[config.mk]
export PLATFORM = sky130hd
export DESIGN_NAME = supply_fault_seq
export DESIGN_NICKNAME = d
export VERILOG_FILES = /design/src/rtl/supply_seq_pkg.sv /design/src/rtl/supply_seq_fsm.sv /design/src/rtl/supply_ss_ramp.sv /design/src/rtl/supply_fault_seq.sv
export SDC_FILE = /design/constraint.sdc
export NUM_CORES = 1
export LEC_CHECK = 0
export CORE_AREA = 2 2 45 47
export CTS_CLUSTER_DIAMETER = 80
export DETAILED_ROUTE_END_ITERATION = 16
export DIE_AREA = 0 0 47 49
export GPL_TIMING_DRIVEN = 0
export HOLD_SLACK_MARGIN = 0.06
export PLACE_DENSITY = 0.81
export RECOVER_POWER = 100
export SLEW_MARGIN = 20
export SYNTH_ARGS = -nofsm -noshare
export SYNTH_HDL_FRONTEND = slang
export SYNTH_SLANG_ARGS = --single-unit
[constraint.sdc]
create_clock -name clk -period 2.63 [get_ports clk]
set_input_delay 0.526 -clock clk [delete_from_list [all_inputs] [get_ports clk]]
set_output_delay 0.526 -clock clk [all_outputs]
set_load 0.03 [all_outputs]
[src/rtl/supply_seq_pkg.sv]
package supply_seq_pkg;

    typedef enum logic [2:0] {
        ST_START   = 3'd0,
        ST_RUN     = 3'd1,
        ST_WATCH   = 3'd2,
        ST_STANDBY = 3'd3,
        ST_LATCH   = 3'd4
    } seq_state_e;

    typedef struct packed {
        seq_state_e state;
        logic       src;
    } seq_regs_t;

endpackage

[src/rtl/supply_seq_fsm.sv]
module supply_seq_fsm
    import supply_seq_pkg::*;
(
    input  logic       clk,
    input  logic       rst_n,
    input  logic       vcc_hi,
    input  logic       vcc_lo,
    input  logic       vcc_rearm,
    input  logic       vcc_clr,
    input  logic       ovl,
    input  logic       ovp,
    input  logic       ovp_strobe,
    output seq_state_e state_o,
    output logic       src_en
);

    seq_regs_t regs_d, regs_q;

    always_comb begin
        regs_d = regs_q;
        unique case (regs_q.state)
            ST_START: begin
                regs_d.src = !vcc_hi;
                if (vcc_hi) regs_d.state = ST_RUN;
            end
            ST_RUN: begin
                if (vcc_hi)      regs_d.src = 1'b0;
                else if (vcc_lo) regs_d.src = 1'b1;
                // watch only while discharging from the upper threshold
                if (!regs_q.src && ovl) regs_d.state = ST_WATCH;
            end
            ST_WATCH: begin
                if (!ovl) begin
                    regs_d.state = ST_RUN;
                    if (vcc_lo) regs_d.src = 1'b1;
                end else if (vcc_lo) begin
                    regs_d.state = ST_STANDBY;
                    regs_d.src   = 1'b0;
                end
            end
            ST_STANDBY: begin
                regs_d.src = vcc_rearm;
                if (vcc_rearm) regs_d.state = ST_START;
            end
            ST_LATCH: begin
                if (vcc_hi)      regs_d.src = 1'b0;
                else if (vcc_lo) regs_d.src = 1'b1;
                if (vcc_clr) begin
                    regs_d.state = ST_START;
                    regs_d.src   = 1'b1;
                end
            end
            default: begin
                regs_d.state = ST_START;
                regs_d.src   = 1'b1;
            end
        endcase
        // overvoltage outranks every other transition
        if (ovp_strobe && ovp && regs_q.state != ST_LATCH)
            regs_d.state = ST_LATCH;
    end

    always_ff @(posedge clk or negedge rst_n) begin
        if (!rst_n) begin
            regs_q.state <= ST_START;
            regs_q.src   <= 1'b1;
        end else begin
            regs_q <= regs_d;
        end
    end

    assign state_o = regs_q.state;
    assign src_en  = regs_q.src;

    p_src_off_at_hi_r3: assert property (@(posedge clk) disable iff (!rst_n)
        (vcc_hi && !vcc_rearm) |=> !src_en);

    p_src_on_at_lo_r3: assert property (@(posedge clk) disable iff (!rst_n)
        (regs_q.state == ST_RUN && vcc_lo && !vcc_hi && !(ovp && ovp_strobe)) |=> src_en);

    p_standby_src_off_r7: assert property (@(posedge clk) disable iff (!rst_n)
        (regs_q.state == ST_STANDBY && !vcc_rearm) |=> !src_en);

    p_ovp_priority_r8: assert property (@(posedge clk) disable iff (!rst_n)
        (ovp && ovp_strobe) |=> (regs_q.state == ST_LATCH || $past(regs_q.state) == ST_LATCH));

    p_latch_sticky_r9: assert property (@(posedge clk) disable iff (!rst_n)
        (regs_q.state == ST_LATCH && !vcc_clr) |=> regs_q.state == ST_LATCH);

endmodule

[src/rtl/supply_ss_ramp.sv]
module supply_ss_ramp #(
    parameter int SS_BITS = 6,
    parameter int SS_DIV  = 4
) (
    input  logic               clk,
    input  logic               rst_n,
    input  logic               run,
    output logic [SS_BITS-1:0] code
);

    localparam int PRE_W = (SS_DIV > 1) ? $clog2(SS_DIV) : 1;
    localparam logic [PRE_W-1:0]   PRE_LAST = PRE_W'(SS_DIV - 1);
    localparam logic [SS_BITS-1:0] FULL     = '1;

    typedef struct packed {
        logic [PRE_W-1:0]   pre;
        logic [SS_BITS-1:0] code;
    } ramp_regs_t;

    ramp_regs_t ramp_d, ramp_q;

    always_comb begin
        ramp_d = ramp_q;
        if (!run) begin
            ramp_d = '0;
        end else if (ramp_q.pre == PRE_LAST) begin
            ramp_d.pre = '0;
            if (ramp_q.code != FULL) ramp_d.code = ramp_q.code + 1'b1;
        end else begin
            ramp_d.pre = ramp_q.pre + 1'b1;
        end
    end

    always_ff @(posedge clk or negedge rst_n) begin
        if (!rst_n) ramp_q <= '0;
        else        ramp_q <= ramp_d;
    end

    assign code = ramp_q.code;

    p_ss_zero_idle_r10: assert property (@(posedge clk) disable iff (!rst_n)
        !run |=> code == '0);

    p_ss_step_r10: assert property (@(posedge clk) disable iff (!rst_n)
        (run && $past(run)) |-> (code == $past(code) || code == $past(code) + 1'b1));

endmodule

[src/rtl/supply_fault_seq.sv]
module supply_fault_seq
    import supply_seq_pkg::*;
#(
    parameter int SS_BITS = 6,
    parameter int SS_DIV  = 4
) (
    input  logic               clk,
    input  logic               rst_n,
    input  logic               vcc_hi,
    input  logic               vcc_lo,
    input  logic               vcc_rearm,
    input  logic               vcc_clr,
    input  logic               ovl,
    input  logic               ovp,
    input  logic               ovp_strobe,
    output logic               src_en,
    output logic               pulse_en,
    output logic               standby,
    output logic [SS_BITS-1:0] ss_code
);

    seq_state_e state;

    supply_seq_fsm u_fsm (
        .clk        (clk),
        .rst_n      (rst_n),
        .vcc_hi     (vcc_hi),
        .vcc_lo     (vcc_lo),
        .vcc_rearm  (vcc_rearm),
        .vcc_clr    (vcc_clr),
        .ovl        (ovl),
        .ovp        (ovp),
        .ovp_strobe (ovp_strobe),
        .state_o    (state),
        .src_en     (src_en)
    );

    assign pulse_en = (state == ST_RUN) || (state == ST_WATCH);
    assign standby  = (state == ST_STANDBY);

    supply_ss_ramp #(
        .SS_BITS (SS_BITS),
        .SS_DIV  (SS_DIV)
    ) u_ramp (
        .clk   (clk),
        .rst_n (rst_n),
        .run   (pulse_en),
        .code  (ss_code)
    );

    p_pulse_start_r2: assert property (@(posedge clk) disable iff (!rst_n)
        $rose(pulse_en) |-> $past(vcc_hi));

    p_standby_quiet_r5: assert property (@(posedge clk) disable iff (!rst_n)
        standby |-> (!pulse_en && !src_en));

endmodule

# After elaboration in Yosys (flattened, before gate mapping)
# Index checks and enable logic that the tools add are counted.
[op_classes]
eq_ne = 15
mux = 14
add_sub_neg = 2
reduce_logical = 9
[op_table]
columns = ["op", "count"]
rows = [
  ["4-bit one-hot mux with 5 select lines", 1],
  ["3-bit 2-to-1 mux", 4],
  ["4-bit 2-to-1 mux", 3],
  ["6-bit 2-to-1 mux", 2],
  ["3-bit by 2-bit inequality test with 1-bit output, second input constant", 3],
  ["8-bit 2-to-1 mux", 1],
  ["6-bit by 1-bit adder with 6-bit output, second input constant", 1],
  ["3-bit by 2-bit equality test with 1-bit output, second input constant", 2],
  ["3-bit inequality test, second input constant", 2],
  ["6-bit inequality test, second input constant", 1],
  ["5-bit AND reduction", 1],
  ["2-bit inequality test, second input constant", 2],
  ["4-bit by 3-bit inequality test with 1-bit output, second input constant", 1],
  ["3-bit by 1-bit equality test with 1-bit output, second input constant", 1],
  ["3-bit equality test, second input constant", 1],
  ["1-bit logical AND", 3],
  ["3-bit zero test", 1],
  ["3-bit by 1-bit inequality test with 1-bit output, second input constant", 1],
  ["2-bit by 1-bit adder with 2-bit output, second input constant", 1],
  ["2-bit equality test, second input constant", 1],
  ["1-bit zero test", 2],
  ["1-bit 2-to-1 mux", 2],
  ["2-bit 2-to-1 mux", 1],
  ["2-bit AND reduction", 1],
  ["1-bit logical OR", 1],
]
[word_totals]
input_bits = 9
output_inout_bits = 9
word_cells = 44
register_bits = 12

# Depth between registers and ports, before layout
[logic_depth]
depth_word = 5
mapped_depth = 6
depth_no_buf = 5

# Cells and area by module
# Synthesis repeated with hierarchy kept, for this count alone.
[hier_totals]
cells_unflattened = 91
area_unflattened_um2 = 813.3
[modules_own_cells]
columns = ["mod", "area_per_inst_um2", "cells_per_inst", "n_inst", "seq_area_each_um2"]
rows = [
  ["supply_ss_ramp", 479.2, 50, 1, 200.2],
  ["supply_seq_fsm", 314.1, 37, 1, 101.3],
  ["supply_fault_seq", 20.0, 4, 1, 0.0],
]

# Least setup slack after synthesis
# No wires, ideal clock.
[synth_timing]
path_type = "register to output"
startpoint = "register, netlist name u_fsm.state_o[0]"
endpoint = "output port pulse_en"
slack_ns = 0.979
arrival_ns = 1.125
stages_incl_launch_ff = 5
path_buffers = 1
t_required_ns = 2.104
path_cell_list = "dfrtp_1 buf_2 nand2b_1 a21o_2 inv_1"
[synth_between]
elab_chain_cells = 2
elab_cells_between_ends = 3
cone_classes = "eq/ne: 2; reduce/logical: 1"
[synth_rtl]
columns = ["element", "line", "rtl"]
rows = [
  ["3-bit by 1-bit equality test with 1-bit output or 3-bit by 2-bit equality test with 1-bit output (tied branches)", "supply_fault_seq.sv:38", "assign pulse_en = (state == ST_RUN) || (state == ST_WATCH);"],
  ["1-bit logical OR (*)", "supply_fault_seq.sv:38", ""],
  ["end: declaration", "supply_fault_seq.sv:17", "output logic pulse_en,"],
]
# Every way passes the cells marked *; elsewhere a longest branch is shown, timed or not.

# Worst setup path after layout
[layout_timing]
startpoint = "register, netlist name u_fsm.state_o[0]"
endpoint = "output port standby"
[layout_between]
elab_chain_cells = 1
[layout_rtl]
columns = ["element", "line", "rtl"]
rows = [
  ["3-bit by 2-bit equality test with 1-bit output", "supply_fault_seq.sv:39", "assign standby = (state == ST_STANDBY);"],
  ["end: declaration", "supply_fault_seq.sv:18", "output logic standby,"],
]
# Every way passes these cells.

==> results.py <==
metrics = {
    "yosys": {
        "ys_seq_elements": 12,
        "synth_ff_type": "dfrtp_1",
        "ys_types": 34,
        "synth-edff-count": 0,
        "synth-seq-area-share_pct": 39.5,
        "syn_area_sq_um": 763,
        "synth.avg_cell_area_sq_um": 9.42,
        "synth_cells": 81,
        "async_reset_ff_share_pct": 100,
        "syn_nets": 92,
        "yosysWarnings": 0,
    },
    "sta": {
        "worst_slew_pin_slew_ns": 0.606,
        "rsz0062_at_grt": "false",
        "finalSetupViolations": 0,
        "fin_ws_ns": 0.271,
        "max_freq_mhz": 424,
        "hold_viol_final": 0,
        "skew_ns": 0.00297,
        "setup_tns_ns": 0,
        "drv_slew": 0,
        "finalCriticalPeriod_ns": 2.36,
        "fin_crit_sh_pct": 89.7,
        "slew-limit-headroom_pct": 59.2,
    },
    "die": {
        "chipHeight_microns": 49,
        "fp.dieW_microns": 47,
        "rows": 16,
        "start_util_pct": 41.4,
        "fp.coreArea_sq_um": 1840,
        "dieArea_sq_um": 2300,
        "ios": 18,
    },
    "final_layout": {
        "fin_nets": 114,
        "layout_commonest_cell": "dfrtp_1",
        "final_cell_mix": "dfrtp_1 (11), dlygate4sd3_1 (10), nor2_1 (9), nand2_1 (7)",
        "layout-drive-gt1-share_pct": 14.7,
        "num_antenna_cells": 0,
        "syn2layout_area_growth_pct": 27.4,
    },
    "routing": {
        "ant_nets": 0,
        "wl_mm": 1.46,
        "dr.pass1.iters": 4,
        "wl_per_cell_microns": 11.3,
        "vias": 628,
        "drc": 0,
        "viasPerCell": 4.87,
        "drt-initial-drc-count": 6,
    },
    "cts": {
        "clockBufferDepth": 2,
        "clock-sinks": 12,
        "clock_latency_ns": 0.28,
        "post_cts_buffers": 0,
        "root_buffer": "clkbuf_4",
        "clk_pin_slew_ns": 0.07,
        "htree_levels": 1,
        "tritoncts": "yes",
        "cts_buffers": 3,
    },
    "power": {
        "leakagePower_uw": 0.000455,
        "ir_worst_vdd_mv": 0.324,
        "p_per_area_nw_per_um2": 742,
    },
    "global_route": {
        "grt_max_degree": 13,
        "antenna_found_initial": 0,
        "grt_pass1_vias": 600,
        "grt_overflow": 0,
        "grt_pass1_wl_mm": 2.43,
        "grt_usage_pct": 14.1,
    },
    "worst_setup_path": {
        "crit_type": "flip-flop to output port",
        "reg2reg_slack_ns": 0.93,
        "start_kind": "flip-flop",
        "cp.required_ns": 2.10,
        "cp-end-kind": "output port",
        "crit_fanout": 9,
        "critical_path_arrival_ns": 1.83,
    },
    "placed_design": {
        "place_congestion": 0.810,
        "pre_cts_slack_ns": 0.371,
        "port_buffers": 17,
        "dp_hpwl_mm": 1.15,
    },
    "outcome": {
        "status": "finished clean",
    },
    "run": {
        "max_cap_violations": 0,
    },
    "min_path": {
        "hold_class": "flip-flop to flip-flop",
    },
}
final timing paths:
kind | start | end | depth (start not counted)
setup / recovery | u_fsm.state_o[0] | standby | 3
hold reg to reg | u_ramp.ramp_q[6] | u_ramp.ramp_q[6] | 1
max in group asynchronous | rst_n | u_fsm.src_en | 1
setup reg to reg | u_ramp.code[0] | u_ramp.code[1] | 5
hold / removal | u_ramp.ramp_q[6] | u_ramp.ramp_q[6] | 1
min in group asynchronous | rst_n | u_fsm.state_o[1] | 1
flip-flops by register name, indices dropped and copies added, names as in the netlist:
| signal | flops |
|---|---|
| u_fsm.state_o | 3 |
| u_fsm.src_en | 1 |
| u_ramp.code | 6 |
| u_ramp.ramp_q | 2 |
per-layer routing:
metal	GRT usage [%]	up-vias	share of wire [%]
met5	0	-	0
li1	-	324	-
met1	18.0	280	45
met4	6.48	0	1.8
met3	3.33	3	5.1
met2	21.9	21	48
per-stage QoR:
| stage | hold slack, ns | instances | total power, uW | instance area, sq um | util (%) |
|---|---|---|---|---|---|
| 2_1_floorplan | 0.230 | 81 | 512 | 763 | - |
| 3_3_place_gp | 0.429 | 125 | 609 | 967 | 52.5 |
| 3_5_place_dp | 0.447 | 125 | 619 | 967 | 52.5 |
| 4_1_cts | 0.457 | 129 | 763 | 1000 | 54.5 |
| 5_1_grt | 0.486 | 129 | 781 | 972 | 52.8 |
| 6_report | 0.449 | 129 | 722 | 972 | 52.8 |
power breakdown:
group / total, uW / switching (uW) / internal, uW
combinational: 328 / 201 / 127
sequential: 248 / 19.4 / 229
clock: 145 / 61.1 / 84.3
cell families (layout without fill, tap and decap cells):
logic type	Yosys count	after routing	synth area share, %
AOI/OAI and AO/OA	21	21	20.8
DFF	12	12	39.5
buffers and inverters	11	32	9.51
adders and majority gates	2	2	3.28
xor gates and xnor gates	2	2	2.30
and+or+nand+nor	31	31	22.0
muxes	2	2	2.62
final cells by class:
class | instances | area, sq um
Fill cell | 192 | 870
Tap cell | 27 | 33.8
Timing Repair Buffer | 17 | 164
Clock buffer | 4 | 36.3
Multi-Input combinational cell | 58 | 365
Inverter | 2 | 7.51
Sequential cell | 12 | 302
Buffer | 9 | 63.8
Yosys cell counts (all sizes together), types with 2 or more instances:
cell | n | area share, %
dfrtp | 11 | 36
nor2 | 9 | 4.4
buf | 8 | 8.0
nand2 | 7 | 3.4
a21oi | 5 | 3.3
o21ai | 5 | 5.2
nand3 | 4 | 2.6
a21boi | 2 | 2.0
a21o | 2 | 2.1
and3b | 2 | 2.6
ha | 2 | 3.3
inv | 2 | 0.98
mux2i | 2 | 2.6
nand2b | 2 | 1.6
o211ai | 2 | 2.0
or3 | 2 | 1.6
xor2 | 2 | 2.3
timing repair:
item,CTS,global route
hold endpoints to repair,0,0
setup endpoints to repair,0,1
hold buffers,0,0
gates resized for setup,0,1
critical path, cell delays in order (launching register included):
cell	delay, ns
dfrtp_1	0.32
clkbuf_1	0.28
and3b_2	0.22
dlygate4sd3_1	0.73
Power figures use the tool's default switching activity.
